[config.mk]
export PLATFORM = sky130hd
export DESIGN_NAME = emboot_cmd_detector
export DESIGN_NICKNAME = d
export VERILOG_FILES = /design/src/rtl/emboot_det_pkg.sv /design/src/rtl/emboot_seq_fsm.sv /design/src/rtl/emboot_frame_shreg.sv /design/src/rtl/emboot_frame_match.sv /design/src/rtl/emboot_verdict_out.sv /design/src/rtl/emboot_cmd_detector.sv
export SDC_FILE = /design/constraint.sdc
export NUM_CORES = 1
export LEC_CHECK = 0
export BUFFER_PORTS_ARGS = -buffer_cell sky130_fd_sc_hd__buf_2
export CORE_AREA = 2 2 76 78
export DETAILED_ROUTE_END_ITERATION = 7
export DIE_AREA = 0 0 78 80
export PLACE_DENSITY = 0.74
export SYNTH_ARGS = -nofsm -noshare
export SYNTH_HDL_FRONTEND = slang
export SYNTH_HIERARCHICAL = 1
export SYNTH_SLANG_ARGS = --single-unit
[constraint.sdc]
create_clock -name clk_i -period 2.8 [get_ports clk_i]
set_input_delay 0.28 -clock clk_i [delete_from_list [all_inputs] [get_ports clk_i]]
set_output_delay 0.28 -clock clk_i [all_outputs]
set_load 0.03 [all_outputs]
[src/rtl/emboot_det_pkg.sv]
package emboot_det_pkg;

    typedef enum logic [1:0] {
        ST_HUNT = 2'd0,
        ST_LEAD = 2'd1,
        ST_FILL = 2'd2
    } hunt_state_t;

    typedef enum logic [2:0] {
        VD_NONE    = 3'd0,
        VD_IDLE    = 3'd1,
        VD_PREIDLE = 3'd2,
        VD_BOOT    = 3'd3,
        VD_ERROR   = 3'd4
    } verdict_t;

    localparam int unsigned CMD_FRAME_BITS = 48;
    localparam logic [CMD_FRAME_BITS-1:0] FRM_IDLE    = 48'h4000_0000_0095;
    localparam logic [CMD_FRAME_BITS-1:0] FRM_PREIDLE = 48'h40F0_F0F0_F0FD;
    localparam logic [CMD_FRAME_BITS-1:0] FRM_BOOT    = 48'h40FF_FFFF_FAE5;

endpackage

[src/rtl/emboot_seq_fsm.sv]
module emboot_seq_fsm
    import emboot_det_pkg::*;
#(
    parameter int unsigned FRAME_W = CMD_FRAME_BITS
) (
    input  logic        clk_i,
    input  logic        rst_ni,
    input  logic        cmd_i,
    output hunt_state_t state_o,
    output logic        seed_o,
    output logic        shift_o,
    output logic        last_o
);
    localparam int unsigned CNT_W     = $clog2(FRAME_W + 1);
    localparam logic [CNT_W-1:0] CNT_SEED = CNT_W'(2);
    localparam logic [CNT_W-1:0] CNT_LAST = CNT_W'(FRAME_W - 1);

    hunt_state_t      state_q, state_d;
    logic [CNT_W-1:0] cnt_q, cnt_d;

    // state register
    always_ff @(posedge clk_i or negedge rst_ni) begin
        if (!rst_ni) begin
            state_q <= ST_HUNT;
            cnt_q   <= '0;
        end else begin
            state_q <= state_d;
            cnt_q   <= cnt_d;
        end
    end

    // next state
    always_comb begin
        state_d = state_q;
        cnt_d   = cnt_q;
        unique case (state_q)
            ST_HUNT: begin
                if (!cmd_i) state_d = ST_LEAD;
            end
            ST_LEAD: begin
                if (cmd_i) begin
                    state_d = ST_FILL;
                    cnt_d   = CNT_SEED;
                end
            end
            ST_FILL: begin
                if (cnt_q == CNT_LAST) begin
                    state_d = ST_HUNT;
                    cnt_d   = '0;
                end else begin
                    cnt_d = cnt_q + 1'b1;
                end
            end
            default: begin
                state_d = ST_HUNT;
                cnt_d   = '0;
            end
        endcase
    end

    // outputs
    always_comb begin
        seed_o  = 1'b0;
        shift_o = 1'b0;
        last_o  = 1'b0;
        unique case (state_q)
            ST_HUNT: ;
            ST_LEAD: seed_o = cmd_i;
            ST_FILL: begin
                shift_o = 1'b1;
                last_o  = (cnt_q == CNT_LAST);
            end
            default: ;
        endcase
    end

    assign state_o = state_q;

endmodule

[src/rtl/emboot_frame_shreg.sv]
module emboot_frame_shreg #(
    parameter int unsigned FRAME_W = 48
) (
    input  logic               clk_i,
    input  logic               rst_ni,
    input  logic               cmd_i,
    input  logic               seed_i,
    input  logic               shift_i,
    output logic [FRAME_W-1:0] frame_o
);
    localparam logic [FRAME_W-1:0] SEED_VAL = FRAME_W'(2'b01);

    logic [FRAME_W-1:0] sh_q;

    always_ff @(posedge clk_i or negedge rst_ni) begin
        if (!rst_ni) begin
            sh_q <= '0;
        end else if (seed_i) begin
            sh_q <= SEED_VAL;
        end else if (shift_i) begin
            sh_q <= {sh_q[FRAME_W-2:0], cmd_i};
        end
    end

    // frame as it will stand once the current bit is taken
    assign frame_o = {sh_q[FRAME_W-2:0], cmd_i};

endmodule

[src/rtl/emboot_frame_match.sv]
module emboot_frame_match
    import emboot_det_pkg::*;
#(
    parameter int unsigned               FRAME_W = CMD_FRAME_BITS,
    parameter int unsigned               N_PAT   = 3,
    parameter logic [N_PAT*FRAME_W-1:0]  PAT_TAB = {FRM_BOOT, FRM_PREIDLE, FRM_IDLE}
) (
    input  logic [FRAME_W-1:0] frame_i,
    output verdict_t           verdict_o
);
    logic [N_PAT-1:0] hit;

    for (genvar gi = 0; gi < N_PAT; gi++) begin : g_cmp
        assign hit[gi] = (frame_i == PAT_TAB[gi*FRAME_W +: FRAME_W]);
    end

    always_comb begin
        verdict_o = VD_ERROR;
        if (hit[0])      verdict_o = VD_IDLE;
        else if (hit[1]) verdict_o = VD_PREIDLE;
        else if (hit[2]) verdict_o = VD_BOOT;
    end

endmodule

[src/rtl/emboot_verdict_out.sv]
module emboot_verdict_out
    import emboot_det_pkg::*;
(
    input  logic     clk_i,
    input  logic     rst_ni,
    input  logic     fire_i,
    input  verdict_t verdict_i,
    output logic     idle_o,
    output logic     preidle_o,
    output logic     boot_o,
    output logic     error_o,
    output logic     start_o,
    output logic     abort_o
);
    always_ff @(posedge clk_i or negedge rst_ni) begin
        if (!rst_ni) begin
            idle_o    <= 1'b0;
            preidle_o <= 1'b0;
            boot_o    <= 1'b0;
            error_o   <= 1'b0;
            start_o   <= 1'b0;
            abort_o   <= 1'b0;
        end else begin
            idle_o    <= 1'b0;
            preidle_o <= 1'b0;
            boot_o    <= 1'b0;
            error_o   <= 1'b0;
            start_o   <= 1'b0;
            abort_o   <= 1'b0;
            if (fire_i) begin
                unique case (verdict_i)
                    VD_IDLE: begin
                        idle_o  <= 1'b1;
                        abort_o <= 1'b1;
                    end
                    VD_PREIDLE: begin
                        preidle_o <= 1'b1;
                        abort_o   <= 1'b1;
                    end
                    VD_BOOT: begin
                        boot_o  <= 1'b1;
                        start_o <= 1'b1;
                    end
                    VD_ERROR: error_o <= 1'b1;
                    default:  ;
                endcase
            end
        end
    end

endmodule

[src/rtl/emboot_cmd_detector.sv]
module emboot_cmd_detector
    import emboot_det_pkg::*;
#(
    parameter int unsigned                FRAME_W      = CMD_FRAME_BITS,
    parameter logic [FRAME_W-1:0]         PAT_IDLE     = FRM_IDLE,
    parameter logic [FRAME_W-1:0]         PAT_PREIDLE  = FRM_PREIDLE,
    parameter logic [FRAME_W-1:0]         PAT_BOOT     = FRM_BOOT
) (
    input  logic clk_i,
    input  logic rst_ni,
    input  logic cmd_i,
    output logic idle_o,
    output logic preidle_o,
    output logic boot_o,
    output logic error_o,
    output logic stream_start_o,
    output logic stream_abort_o
);
    localparam int unsigned N_PAT = 3;

    hunt_state_t        state_q;
    logic               seed, shift, last;
    logic [FRAME_W-1:0] frame_nx;
    verdict_t           verdict;

    emboot_seq_fsm #(.FRAME_W(FRAME_W)) u_fsm (
        .clk_i   (clk_i),
        .rst_ni  (rst_ni),
        .cmd_i   (cmd_i),
        .state_o (state_q),
        .seed_o  (seed),
        .shift_o (shift),
        .last_o  (last)
    );

    emboot_frame_shreg #(.FRAME_W(FRAME_W)) u_shreg (
        .clk_i   (clk_i),
        .rst_ni  (rst_ni),
        .cmd_i   (cmd_i),
        .seed_i  (seed),
        .shift_i (shift),
        .frame_o (frame_nx)
    );

    emboot_frame_match #(
        .FRAME_W (FRAME_W),
        .N_PAT   (N_PAT),
        .PAT_TAB ({PAT_BOOT, PAT_PREIDLE, PAT_IDLE})
    ) u_match (
        .frame_i   (frame_nx),
        .verdict_o (verdict)
    );

    emboot_verdict_out u_out (
        .clk_i     (clk_i),
        .rst_ni    (rst_ni),
        .fire_i    (last),
        .verdict_i (verdict),
        .idle_o    (idle_o),
        .preidle_o (preidle_o),
        .boot_o    (boot_o),
        .error_o   (error_o),
        .start_o   (stream_start_o),
        .abort_o   (stream_abort_o)
    );

endmodule

==> flow_metrics.py <==
metrics = {
    "pwr": {
        "power.leakage_nw": 1.496,
        "total_power_mw": 2.672,
        "power_density_nw_per_um2": 830.3,
        "ir_drop_uv": 428.5,
    },
    "routing": {
        "vias": 2008,
        "drt_iter0_markers": 185,
        "drt_first_pass_iters": 4,
        "postRouteAntennaNets": 0,
        "vias_per_cell": 5.672,
        "drt_wl_total_mm": 5.356,
        "avgRoutedWirePerCell_um": 15.13,
        "drc": 0,
    },
    "synth": {
        "synth_top_area_cell": "dfrtp_1",
        "syn_inst": 267,
        "synth-seq-cells": 60,
        "synth_area_per_cell_sq_um": 10.95,
        "synth_most_common_cell": "dfrtp_1",
        "synth_common_cells": "dfrtp_1, nor2_1, mux2i_1, nand2_1",
        "ys_top_cells_by_area": "dfrtp_1, mux2i_1, nor2_1, ha_1, buf_12",
        "synth.top_cell.area_share": 0.5135,
        "synth_edf_count": 0,
        "yosys_most_used_dff": "dfrtp_1",
        "synth_warnings": 6,
        "ys_types": 45,
        "ys_seq_area_frac": 0.5135,
        "async_flop_share": 1.000,
        "synthesis.area_sq_um": 2924,
        "syn_nets": 276,
    },
    "floorplan": {
        "die_h_um": 80,
        "coreArea_sq_um": 5405,
        "pin_count": 9,
        "die_area_sq_um": 6240,
        "fp.dieW_um": 78,
        "start_util": 0.5410,
        "num_rows": 27,
    },
    "critical_path": {
        "cp_slowest_cell": "nor4_1",
        "slowest_delay_ps": 510,
        "setup.worst_path.start_class": "register",
        "crit_required_ps": 3040,
        "cp.arrival_ps": 2320,
        "end_kind": "register",
        "critPathKind": "register to register",
        "crit_chain": "nor4b_1 > nand4_1 > nor4_1 > a2bb2oi_1 > nand2b_4 > nor3b_1",
        "cp_max_fo": 4,
    },
    "final_layout": {
        "syn_to_final_growth_pct": 10.06,
        "drive_gt1_frac": 0.1312,
        "layout.cells.non_filler": 354,
        "fin_nets": 286,
        "fin_area_sq_um": 3218,
        "fillers": 460,
        "antenna_cells": 0,
    },
    "place": {
        "place_inst": 338,
        "dpl_cell_area_sq_um": 2968,
        "numPortBuffers": 8,
        "gp_congestion": 0.7908,
        "dp_hpwl_mm": 3.469,
    },
    "timing": {
        "drv_slew": 0,
        "finalClockSkew_ps": 7.554,
        "worstMarginPinSlew_ps": 1002,
        "slew_headroom": 0.3322,
        "hold_viol_final": 0,
        "final.period_utilization": 0.7410,
        "final.min_clock_period_ps": 2075,
        "rsz0062_at_grt": "false",
        "tns_ps": 0,
        "fmaxAchievable_mhz": 482.0,
        "setup_viol": 0,
    },
    "global_route": {
        "grt_pass1_wl_mm": 9.556,
        "grt_pass1_vias": 1947,
        "grt_max_degree": 48,
        "grt.overflow.total": 0,
        "grt_usage": 0.2009,
        "antenna_found_initial": 0,
    },
    "clock_tree": {
        "cts_root_buffer": "clkbuf_8",
        "post-cts-setup-buffer-count": 0,
        "cts_hold_buf": 0,
        "clkTransAtPathRegs_ps": 70,
        "clkLatencyLatePin_ps": 340,
        "cts_tree": "yes",
        "htreeDepth": 3,
        "clock_sinks": 60,
        "cts-resized-gates": 0,
        "cts_buffers": 9,
        "clock_path_buffers": 2,
    },
    "run_status": {
        "status": "finished clean",
    },
    "min_path": {
        "hold_class": "input pin to asynchronous set/reset pin",
    },
    "flow_run": {
        "maxCapViolations": 0,
    },
}
[metrics by stage]
step	worst slack [ps]	utilization	hold slack (ps)
2_1_floorplan	900.8	-	-15.59
3_3_place_gp	780.1	0.5491	514.4
3_5_place_dp	757.2	0.5491	512.7
4_1_cts	722.6	0.5954	154.4
5_1_grt	479.6	0.5954	198.6
6_report	725.1	0.5954	117.0
[critical path: cells and delay by family, from the launching register on]
kind | cells | cell delay (ps)
AOI/OAI and AO/OA | 1 | 150
DFF | 1 | 400
and+or+nand+nor | 5 | 1440
[cell type report]
| cell class | instances | area, sq um | area share |
|---|---|---|---|
| Inverter | 6 | 22.52 | 0.006998 |
| Sequential cell | 60 | 1501 | 0.4666 |
| Clock inverter | 4 | 95.09 | 0.02955 |
| Timing Repair Buffer | 12 | 70.07 | 0.02177 |
| Tap cell | 72 | 90.09 | 0.02799 |
| Clock buffer | 12 | 155.1 | 0.04821 |
| Multi-Input combinational cell | 188 | 1284 | 0.3989 |
[sequential cells by signal, summed over array words and instances, names as in the netlist]
signal,flops
u_out/idle_o,1
u_fsm/state_o,2
u_out/error_o,1
u_out/start_o,1
u_out/preidle_o,1
u_fsm/cnt_q,6
u_out/abort_o,1
u_shreg/sh_q,47
[cells by family after synthesis]
group                    synth area share
AND/OR/NAND/NOR                    0.2011
flip-flops                         0.5135
multiplexers                       0.1652
buffers and inverters             0.04835
AO/OA/AOI/OAI                     0.04322
adder cells (fa/ha/maj)           0.02567
XOR/XNOR                         0.002996
[path summary, 6_finish.rpt]
path / startpoint / endpoint / slack [ps] / depth (start not counted)
setup reg to reg: u_shreg/sh_q[44] / u_out/idle_o / 730 / 6
max in group asynchronous: rst_ni / u_shreg/sh_q[14] / 1990 / 2
setup / recovery: u_shreg/sh_q[44] / u_out/idle_o / 730 / 6
hold / removal: rst_ni / u_shreg/sh_q[19] / 120 / 1
hold reg to reg: u_shreg/sh_q[46] / u_shreg/sh_q[46] / 550 / 2
min in group clk_i: cmd_i / u_shreg/sh_q[0] / 260 / 2
[metal layers]
layer | global-route usage | vias up | part of all wire
li1 | - | 958 | -
met1 | 0.2801 | 998 | 0.48
met2 | 0.2991 | 41 | 0.47
met3 | 0.04072 | 11 | 0.030
met4 | 0.1000 | 0 | 0.022
met5 | 0 | - | 0
[cells in the final DEF, fill, tap and decap left out, types with 4 or more instances in the layout]
master and instances:
mux2i_1 46, nor4_1 7, nor2_1 57, o21ai_0 5
buf_4 4, nand3_1 9, buf_2 8, clkbuf_8 11
ha_1 5, inv_1 6, nand4_1 9, dfrtp_1 60
nand2_1 11
[power by group]
group	switching, mW	internal, mW
sequential	0.0872	0.948
clock	0.328	0.639
combinational	0.398	0.273
(Power assumes the default switching activity.)
